**src/rtl/relpos_pkg.sv**
```systemverilog
package relpos_pkg;

  typedef enum logic [2:0] {
    PX_BLACK = 3'b000,
    PX_RED   = 3'b100,
    PX_GREEN = 3'b010
  } px_colour_e;

  // true when pos falls inside [lo, lo+width)
  function automatic logic in_span(int pos, int lo, int width);
    return (pos >= lo) && (pos < lo + width);
  endfunction

  // left column of the moving bar: it starts right after the fixed bar
  function automatic int rx_left_col(int tx_col, int bar_w, int step_px, int code);
    return tx_col + bar_w + step_px * code;
  endfunction

  function automatic int clamp_code(int raw, int max_code);
    return (raw > max_code) ? max_code : raw;
  endfunction

endpackage

```
**src/rtl/vga_pix_tick.sv**
```systemverilog
module vga_pix_tick #(
  parameter int PIX_DIV = 2
) (
  input  logic clk,
  input  logic rst_n,
  output logic tick
);
  generate
    if (PIX_DIV <= 1) begin : g_every
      assign tick = 1'b1;
    end else begin : g_div
      localparam int DW = $clog2(PIX_DIV);
      localparam logic [DW-1:0] LAST = DW'(PIX_DIV - 1);
      logic [DW-1:0] cnt;
      always_ff @(posedge clk or negedge rst_n) begin
        if (!rst_n)           cnt <= '0;
        else if (cnt == LAST) cnt <= '0;
        else                  cnt <= cnt + 1'b1;
      end
      assign tick = (cnt == LAST);
    end
  endgenerate
endmodule

```
**src/rtl/vga_scan_timer.sv**
```systemverilog
module vga_scan_timer #(
  parameter int H_ACTIVE = 640,
  parameter int H_FRONT  = 16,
  parameter int H_SYNC   = 96,
  parameter int H_BACK   = 48,
  parameter int V_ACTIVE = 480,
  parameter int V_FRONT  = 10,
  parameter int V_SYNC   = 2,
  parameter int V_BACK   = 33,
  localparam int H_TOTAL = H_ACTIVE + H_FRONT + H_SYNC + H_BACK,
  localparam int V_TOTAL = V_ACTIVE + V_FRONT + V_SYNC + V_BACK,
  localparam int HW = $clog2(H_TOTAL),
  localparam int VW = $clog2(V_TOTAL)
) (
  input  logic          clk,
  input  logic          rst_n,
  input  logic          tick,
  output logic [HW-1:0] h_pos,
  output logic [VW-1:0] v_pos,
  output logic          hsync_n,
  output logic          vsync_n,
  output logic          active,
  output logic          frame_end
);
  localparam logic [HW-1:0] H_LAST = HW'(H_TOTAL - 1);
  localparam logic [VW-1:0] V_LAST = VW'(V_TOTAL - 1);
  localparam logic [HW-1:0] H_VIS  = HW'(H_ACTIVE);
  localparam logic [VW-1:0] V_VIS  = VW'(V_ACTIVE);
  localparam logic [HW-1:0] HS_BEG = HW'(H_ACTIVE + H_FRONT);
  localparam logic [HW-1:0] HS_END = HW'(H_ACTIVE + H_FRONT + H_SYNC - 1);
  localparam logic [VW-1:0] VS_BEG = VW'(V_ACTIVE + V_FRONT);
  localparam logic [VW-1:0] VS_END = VW'(V_ACTIVE + V_FRONT + V_SYNC - 1);

  logic line_end;
  assign line_end  = tick && (h_pos == H_LAST);
  assign frame_end = line_end && (v_pos == V_LAST);

  always_ff @(posedge clk or negedge rst_n) begin
    if (!rst_n) begin
      h_pos <= '0;
      v_pos <= '0;
    end else if (tick) begin
      if (h_pos == H_LAST) begin
        h_pos <= '0;
        v_pos <= (v_pos == V_LAST) ? '0 : v_pos + 1'b1;
      end else begin
        h_pos <= h_pos + 1'b1;
      end
    end
  end

  assign hsync_n = !((h_pos >= HS_BEG) && (h_pos <= HS_END));
  assign vsync_n = !((v_pos >= VS_BEG) && (v_pos <= VS_END));
  assign active  = (h_pos < H_VIS) && (v_pos < V_VIS);
endmodule

```
**src/rtl/vga_code_latch.sv**
```systemverilog
module vga_code_latch
  import relpos_pkg::*;
#(
  parameter int CODE_W    = 3,
  parameter int CODE_IN_W = 4,
  localparam int MAX_CODE = (1 << CODE_W) - 1
) (
  input  logic                 clk,
  input  logic                 rst_n,
  input  logic                 meas_valid,
  input  logic [CODE_IN_W-1:0] dist_code,
  input  logic                 frame_end,
  output logic [CODE_W-1:0]    pend_code,
  output logic [CODE_W-1:0]    shown_code
);
  logic [CODE_W-1:0] clipped;
  assign clipped = CODE_W'(clamp_code(int'(dist_code), MAX_CODE));

  always_ff @(posedge clk or negedge rst_n) begin
    if (!rst_n) begin
      pend_code  <= '0;
      shown_code <= '0;
    end else begin
      if (meas_valid) pend_code  <= clipped;
      if (frame_end)  shown_code <= pend_code;
    end
  end
endmodule

```
**src/rtl/vga_bar_painter.sv**
```systemverilog
module vga_bar_painter
  import relpos_pkg::*;
#(
  parameter int HW      = 10,
  parameter int VW      = 10,
  parameter int CODE_W  = 3,
  parameter int TX_COL  = 40,
  parameter int BAR_W   = 16,
  parameter int STEP_PX = 80,
  parameter int BAR_TOP = 100,
  parameter int BAR_BOT = 379
) (
  input  logic [HW-1:0]     h_pos,
  input  logic [VW-1:0]     v_pos,
  input  logic              active,
  input  logic [CODE_W-1:0] shown_code,
  output logic [2:0]        rgb
);
  localparam int BAR_H = BAR_BOT - BAR_TOP + 1;

  logic in_rows, on_tx, on_rx;
  assign in_rows = in_span(int'(v_pos), BAR_TOP, BAR_H);
  assign on_tx   = in_rows && in_span(int'(h_pos), TX_COL, BAR_W);
  assign on_rx   = in_rows && in_span(int'(h_pos),
                     rx_left_col(TX_COL, BAR_W, STEP_PX, int'(shown_code)), BAR_W);

  always_comb begin
    rgb = PX_BLACK;
    if (active) begin
      if (on_tx)      rgb = PX_RED;
      else if (on_rx) rgb = PX_GREEN;
    end
  end
endmodule

```
**src/rtl/relpos_bar_display.sv**
```systemverilog
module relpos_bar_display #(
  parameter int H_ACTIVE  = 640,
  parameter int H_FRONT   = 16,
  parameter int H_SYNC    = 96,
  parameter int H_BACK    = 48,
  parameter int V_ACTIVE  = 480,
  parameter int V_FRONT   = 10,
  parameter int V_SYNC    = 2,
  parameter int V_BACK    = 33,
  parameter int PIX_DIV   = 2,
  parameter int CODE_W    = 3,
  parameter int CODE_IN_W = 4,
  parameter int TX_COL    = 40,
  parameter int BAR_W     = 16,
  parameter int STEP_PX   = 80,
  parameter int BAR_TOP   = 100,
  parameter int BAR_BOT   = 379
) (
  input  logic                 clk,
  input  logic                 rst_n,
  input  logic                 meas_valid,
  input  logic [CODE_IN_W-1:0] dist_code,
  output logic                 hsync_n,
  output logic                 vsync_n,
  output logic [2:0]           rgb
);
  localparam int H_TOTAL = H_ACTIVE + H_FRONT + H_SYNC + H_BACK;
  localparam int V_TOTAL = V_ACTIVE + V_FRONT + V_SYNC + V_BACK;
  localparam int HW = $clog2(H_TOTAL);
  localparam int VW = $clog2(V_TOTAL);

  // named internal events, also observed by the bound checker
  logic              pix_tick;
  logic [HW-1:0]     h_pos;
  logic [VW-1:0]     v_pos;
  logic              vis;
  logic              frame_end;
  logic [CODE_W-1:0] pend_code;
  logic [CODE_W-1:0] shown_code;

  vga_pix_tick #(.PIX_DIV(PIX_DIV)) u_tick (
    .clk(clk), .rst_n(rst_n), .tick(pix_tick)
  );

  vga_scan_timer #(
    .H_ACTIVE(H_ACTIVE), .H_FRONT(H_FRONT), .H_SYNC(H_SYNC), .H_BACK(H_BACK),
    .V_ACTIVE(V_ACTIVE), .V_FRONT(V_FRONT), .V_SYNC(V_SYNC), .V_BACK(V_BACK)
  ) u_scan (
    .clk(clk), .rst_n(rst_n), .tick(pix_tick),
    .h_pos(h_pos), .v_pos(v_pos),
    .hsync_n(hsync_n), .vsync_n(vsync_n),
    .active(vis), .frame_end(frame_end)
  );

  vga_code_latch #(.CODE_W(CODE_W), .CODE_IN_W(CODE_IN_W)) u_latch (
    .clk(clk), .rst_n(rst_n),
    .meas_valid(meas_valid), .dist_code(dist_code),
    .frame_end(frame_end),
    .pend_code(pend_code), .shown_code(shown_code)
  );

  vga_bar_painter #(
    .HW(HW), .VW(VW), .CODE_W(CODE_W),
    .TX_COL(TX_COL), .BAR_W(BAR_W), .STEP_PX(STEP_PX),
    .BAR_TOP(BAR_TOP), .BAR_BOT(BAR_BOT)
  ) u_paint (
    .h_pos(h_pos), .v_pos(v_pos), .active(vis),
    .shown_code(shown_code), .rgb(rgb)
  );
endmodule

```
**config.mk**
```make
export PLATFORM = sky130hd
export DESIGN_NAME = relpos_bar_display
export DESIGN_NICKNAME = d
export VERILOG_FILES = /design/src/rtl/relpos_pkg.sv /design/src/rtl/vga_pix_tick.sv /design/src/rtl/vga_scan_timer.sv /design/src/rtl/vga_code_latch.sv /design/src/rtl/vga_bar_painter.sv /design/src/rtl/relpos_bar_display.sv
export SDC_FILE = /design/constraint.sdc
export NUM_CORES = 1
export LEC_CHECK = 0
export CORE_AREA = 5 5 71 73
export DETAILED_ROUTE_END_ITERATION = 8
export DIE_AREA = 0 0 76 78
export PLACE_DENSITY = 0.67
export RECOVER_POWER = 25
export SLEW_MARGIN = 20
export SYNTH_ARGS = -nofsm -noshare
export SYNTH_HDL_FRONTEND = slang
export SYNTH_HIERARCHICAL = 1
export SYNTH_SLANG_ARGS = --single-unit
export TNS_END_PERCENT = 10
```
**constraint.sdc**
```tcl
create_clock -name clk -period 2.8 [get_ports clk]
set_input_delay 0.7 -clock clk [delete_from_list [all_inputs] [get_ports clk]]
set_output_delay 0.7 -clock clk [all_outputs]
set_load 0.05 [all_outputs]
```
# ---- Word level (Yosys, flattened, before mapping)
# Index checks and enable logic that the tools add are counted.
dict set report op_classes {
  addsub 5
  n_mul 1
  magnitude_cmp 13
  n_eq_ne 2
  muxes 7
  reduce_logical 13
}
# op n
set ops {}
lappend ops {{32-bit by 6-bit adder with 32-bit output (second input constant)} 1}
lappend ops {{7-bit by 32-bit adder with 32-bit output (first input constant)} 1}
lappend ops {{11-bit by 32-bit >= comparator with 1-bit output} 1}
lappend ops {{11-bit by 32-bit less-than comparator with 1-bit output} 1}
lappend ops {{10-bit by 1-bit adder with 10-bit output (second input constant)} 2}
lappend ops {{10-bit equality test (second input constant)} 2}
lappend ops {{10-bit by 9-bit less-than comparator with 1-bit output (second input constant)} 2}
lappend ops {{10-bit 2-to-1 mux} 2}
lappend ops {{10-bit >= comparator (second input constant)} 1}
lappend ops {{10-bit by 6-bit >= comparator with 1-bit output (second input constant)} 1}
lappend ops {{10-bit by 7-bit >= comparator with 1-bit output (second input constant)} 1}
lappend ops {{10-bit by 9-bit >= comparator with 1-bit output (second input constant)} 1}
lappend ops {{10-bit less-or-equal comparator (second input constant)} 1}
lappend ops {{10-bit by 9-bit less-or-equal comparator with 1-bit output (second input constant)} 1}
lappend ops {{1-bit logical AND} 10}
lappend ops {{10-bit less-than comparator (second input constant)} 1}
lappend ops {{10-bit by 6-bit less-than comparator with 1-bit output (second input constant)} 1}
lappend ops {{3-bit 2-to-1 mux} 3}
lappend ops {{3-bit by 3-bit multiplier with 6-bit output (first input constant)} 1}
lappend ops {{4-bit by 3-bit greater-than comparator with 1-bit output (second input constant)} 1}
lappend ops {{1-bit zero test} 2}
lappend ops {{2-bit 2-to-1 mux} 1}
lappend ops {{2-bit AND reduction} 1}
lappend ops {{1-bit adder (second input constant)} 1}
lappend ops {{1-bit 2-to-1 mux} 1}
dict set report totals {
  reg_bits 27
  inputBits 7
  output_inout_bits 5
  word_cells 46
}

# ---- Longest topological paths before layout
dict set report logic_depth {
  word_depth 9
  mapped_depth 12
  depth_no_buf 12
}

# ---- Cells and area by module
# Netlist, hierarchy kept.
# module instances cells_each area_per_inst_um2 seq_area_each_um2
set modules_own_cells {}
lappend modules_own_cells {vga_scan_timer 1 112 1104.8 500.5}
lappend modules_own_cells {vga_bar_painter 1 64 516.7 0.0}
lappend modules_own_cells {vga_code_latch 1 18 221.5 150.1}
lappend modules_own_cells {vga_pix_tick 1 2 28.8 25.0}

# ---- Least setup slack after synthesis
# No wires, ideal clock.
dict set report synth_timing {
  kind {register to output}
  start {register u_latch.shown_code[0]}
  end {output port rgb[1]}
  t_arrival_ps 3114
  required_ps 2100
  slack_ps -1014
  stages_incl_launch_ff 11
  path_buffers 0
  cell_sequence {dfrtp_1 > ha_1 > ha_1 > xor2_1 > xor2_1 > ha_1 > a211oi_1 > nor2_1 > nor3_1 > a31oi_1 > a2111oi_2}
}
dict set report synth_via {
  elab_chain_cells 9
  word_cells_on_any_way 10
  cone_classes {add/sub: 2; mul: 1; order compare: 2; mux: 3; reduce/logical: 2}
}
# element line_no
set synth_rtl {}
lappend synth_rtl {{start, declared} vga_code_latch.sv:14} ;# output logic [CODE_W-1:0] shown_code
lappend synth_rtl {{start signal, assigned} vga_code_latch.sv:25} ;# if (frame_end) shown_code <= pend_code;
lappend synth_rtl {{3-bit by 3-bit multiplier with 6-bit output *} relpos_pkg.sv:16} ;# return tx_col + bar_w + step_px * code;
lappend synth_rtl {{7-bit by 32-bit adder with 32-bit output *} relpos_pkg.sv:16}
lappend synth_rtl {{32-bit by 6-bit adder with 32-bit output} relpos_pkg.sv:11} ;# return (pos >= lo) && (pos < lo + width);
lappend synth_rtl {{11-bit by 32-bit less-than comparator with 1-bit output} relpos_pkg.sv:11}
lappend synth_rtl {{1-bit logical AND *} relpos_pkg.sv:11}
lappend synth_rtl {{1-bit logical AND *} vga_bar_painter.sv:24} ;# assign on_rx = in_rows && in_span(int'(h_pos),
lappend synth_rtl {{2-bit 2-to-1 mux *} vga_bar_painter.sv:31} ;# else if (on_rx) rgb = PX_GREEN;
lappend synth_rtl {{3-bit 2-to-1 mux *} vga_bar_painter.sv:30} ;# if (on_tx) rgb = PX_RED;
lappend synth_rtl {{3-bit 2-to-1 mux *} vga_bar_painter.sv:29} ;# if (active) begin
lappend synth_rtl {{end, declared} relpos_bar_display.sv:25} ;# output logic [2:0] rgb
# Mark *: on every way between the ends. The rest lies on a longest branch, timed or not.

# ---- Worst setup path after layout
# Ends and elaborated chain as after synthesis.

==> out/results.txt <==
Total count of max-transition violations in the final report = 0
Cell with the largest stage delay on the worst path = dfrtp_2
Psw = 0.134 mW
Die X = 76 microns
Worst path max stage delay = 440 ps
Sequential fraction of design power = 61.8%
Worst path top cell family by delay = adder cells
Comb pwr share = 3.7%
Gate count of the mapped netlist = 196
Slew Limit Headroom = 3.58%
Global route overflow = 0
Maximum VDD drop = 0.221 mV
Biggest area contributors in the synthesized netlist = dfrtp_1 (36%), ha_1 (13%), xor2_1 (5.6%), nand4_1 (3.3%), xnor2_1 (3.3%)
Sw frac = 21.0%
Power density cells = 276 mW/mm^2
Period Utilization, post-route = 125%
Worst endpoint required time = 2100 ps
Row cnt = 24
Start point of the worst min-delay path = u_latch/pend_code[0]
Post-detailed-route wirelength per cell = 14.0 microns
Ordered list of cells on the worst path = ha_4, ha_4, xor2_2, xor2_1, ha_1, a211oi_2, nor2_1, nor3_1, a31oi_1, a2111oi_4, buf_12
Iteration count of the initial detailed-routing pass = 4
Launching point of the worst reg2reg path = u_scan/h_pos[4]
Share of the synthesized area in the top cell type = 36.1%
Crit path buf inv count = 1
Clock network fraction of design power = 34.5%
DPL Wire Length = 3010 microns
Diode insertion count for antenna repair = 0
Buffer type at the clock tree root = clkbuf_8
H-tree depth = 1
Endpoint of the worst register-to-register path = u_latch/shown_code[1]
Critical path capture point type = output port
Max-cap viol count = 0
Core Area = 0.00429 sq mm
DRC violations left = 0
Failing checks = setup timing
Clock transition at the register clock pins on the worst setup and hold paths after CTS = 80 ps
Wire length of the first global-routing pass = 6670 microns
Final nets = 254
Number of synthesis warnings = 6
Top cell types by occurrence after synthesis = dfrtp_1 (27), ha_1 (19), nor2_1 (16), nand2_1 (15), xor2_1 (12)
Run status = finished, violations left
Dominant register cell in the synthesized netlist = dfrtp_1
Setup slack of the most critical reg-to-reg path = 860 ps
Slew at the pin closest to its max-slew limit = 1450 ps
DR vias/cell = 5.29
Dominant cell by count in the synthesized netlist = dfrtp_1
Starting density of the core = 43.6%
Reg2reg path depth = 6
Leakage = 1.02 nW
Number of buffers inserted during clock tree synthesis = 3
Number of register bits inferred by synthesis = 27
Remaining number of nets flagged by the antenna check after routing = 0
I/O pin total = 12
Number of vias in the routed layout = 1,476
Number of sinks driven by the clock tree = 27
Distinct cell type count of the synthesized netlist = 46
Min-delay worst type = reg -> reg
Fmax = 285 MHz
Worst-skew pair later-pin latency = 270 ps
Routed Wire Length = 3890 microns
Largest net degree at the start of global routing = 28
Total standard cell area after synthesis = 0.00187 sq mm
Critical Path Fanout Max = 4
Hold path depth = 1
Setup repair after global routing missed its margin = true
Data arrival, critical path = 2800 ps
Hold buffers post-CTS = 0
Post-synth ARST share = 100%
Pre-CTS setup slack = -495 ps
Cell internal pwr = 0.504 mW
Fraction of final layout cells with drive strength greater than 1 = 21.6%
Detailed Route Iter0 Violations = 54
Final core utilization = 53.8%
Overall die area = 0.00593 sq mm
Count of port buffers added during placement = 10
Startpoint-to-endpoint class of the critical path = reg -> out
Number of setup violations in the final report = 1
Number of post-CTS setup repair buffers = 0
Most frequent CP cell = ha_4
Post-Syn Area per Cell = 9.55 sq um
Shortest period the worst path allows = 3500 ps
Setup TNS = -703 ps
Tot GR Track Use = 13.6%
Routability-driven placement congestion ratio = 0.792
Leading area contributor after synthesis = dfrtp_1
Final critical-path setup slack = -703 ps
Fin. Hold Viols = 0
CTS tree = yes
Largest clock skew in the final design = 6.21 ps
CTS max path bufs = 2
Vias in the first global route = 1,475
Post-synth EDFFs = 0
Net count after synthesis = 222
Startpoint class of the critical path = flop
Die extent in y = 78 microns
Endpoint with the worst hold slack = u_latch/shown_code[0]
Area overhead of the layout relative to synthesis = 23.5%
Power Total = 0.638 mW
Sequential element share of the synthesized area = 36.1%
Number of antenna violations at the first check in global routing = 0
## metrics by stage
step,cells,hold WS [ps],cell area [sq um]
5_1_grt,279,545,2310
3_5_place_dp,275,503,2260
2_1_floorplan,196,404,1940
4_1_cts,279,525,2310
3_3_place_gp,275,502,2260
6_report,279,520,2310
## cells by family after synthesis
family	count (synthesis)	share of synthesized area (%)
XOR/XNOR	20	9.76
adder cells (fa/ha/maj)	19	12.7
multiplexers	4	2.34
flip-flops	27	36.1
AND/OR/NAND/NOR	84	25.4
other	1	0.200
AO/OA/AOI/OAI	28	9.96
buffers and inverters	13	3.54
## worst reg2reg max path, cell delays in order, from the launching register on
cell	delay (ps)
dfrtp_1	440
buf_4	170
and4_1	400
nand3_4	150
nor2_1	160
buf_4	170
mux2_2	340
## cell usage in the layout (no fill, tap or decap), types with 3 or more instances in the layout
| cell | n |
|---|---|
| dfrtp_1 | 24 |
| buf_4 | 21 |
| nor2_1 | 16 |
| nand2_1 | 15 |
| ha_1 | 15 |
| xor2_1 | 10 |
| nand4_1 | 10 |
| a21oi_1 | 8 |
| inv_1 | 8 |
| nand3_1 | 8 |
| nor3_1 | 8 |
| clkdlybuf4s50_1 | 7 |
| o21ai_0 | 7 |
| xnor2_1 | 7 |
| and3_1 | 6 |
| and4_1 | 4 |
| clkbuf_8 | 3 |
| mux2_2 | 3 |
| dfrtp_2 | 3 |
| xor2_2 | 3 |
| ha_4 | 3 |
## power by group through the flow
stage / Clock, mW / Sequential, mW / Combinational (mW)
5_1_grt: 0.246 / 0.395 / 0.0266
4_1_cts: 0.231 / 0.395 / 0.0256
2_1_floorplan: 0 / 0.402 / 0.00751
3_5_place_dp: 0 / 0.402 / 0.0256
3_3_place_gp: 0 / 0.402 / 0.0252
6_report: 0.220 / 0.395 / 0.0236
## cell type report
| cell class | instances | area, sq um |
|---|---|---|
| flip-flops and latches | 27 | 679 |
| repair buffers | 32 | 282 |
| well taps | 52 | 65.1 |
| clock buffers | 4 | 45.0 |
| fillers | 397 | 1980 |
| inverters | 8 | 30.0 |
| multi-input cells | 156 | 1210 |
## sequential cells by signal (all words and copies together) (netlist names)
signal              count
u_scan/h_pos           10
u_scan/v_pos           10
u_latch/pend_code       3
u_latch/shown_code      3
u_tick/tick             1
## how the worst max path moves through the flow
stage | from | end | slack (ps) | cells after the start
after floorplan | u_latch/shown_code[2] | rgb[1] | -550 | 10
after global placement | u_latch/shown_code[0] | rgb[1] | -380 | 11
after detailed placement | u_latch/shown_code[0] | rgb[1] | -500 | 12
after CTS | u_latch/shown_code[0] | rgb[1] | -700 | 11
after global routing | u_latch/shown_code[0] | rgb[1] | -840 | 13
final | u_latch/shown_code[0] | rgb[1] | -700 | 11
## routing by layer
metal | vias up | track usage, % | routed length [microns]
met5 | - | 0 | 0
met4 | 0 | 6.05 | 79
met2 | 17 | 23.4 | 1910
li1 | 767 | - | -
met3 | 6 | 1.50 | 58
met1 | 686 | 17.1 | 1850
## what timing repair did
| item | 4_1_cts | 5_1_grt |
|---|---|---|
| pin swaps | 2 | 0 |
| hold endpoints to repair | 0 | 0 |
| setup endpoints to repair | 1 | 1 |
| gates resized for setup | 2 | 1 |
Power figures use the tool's default switching activity.
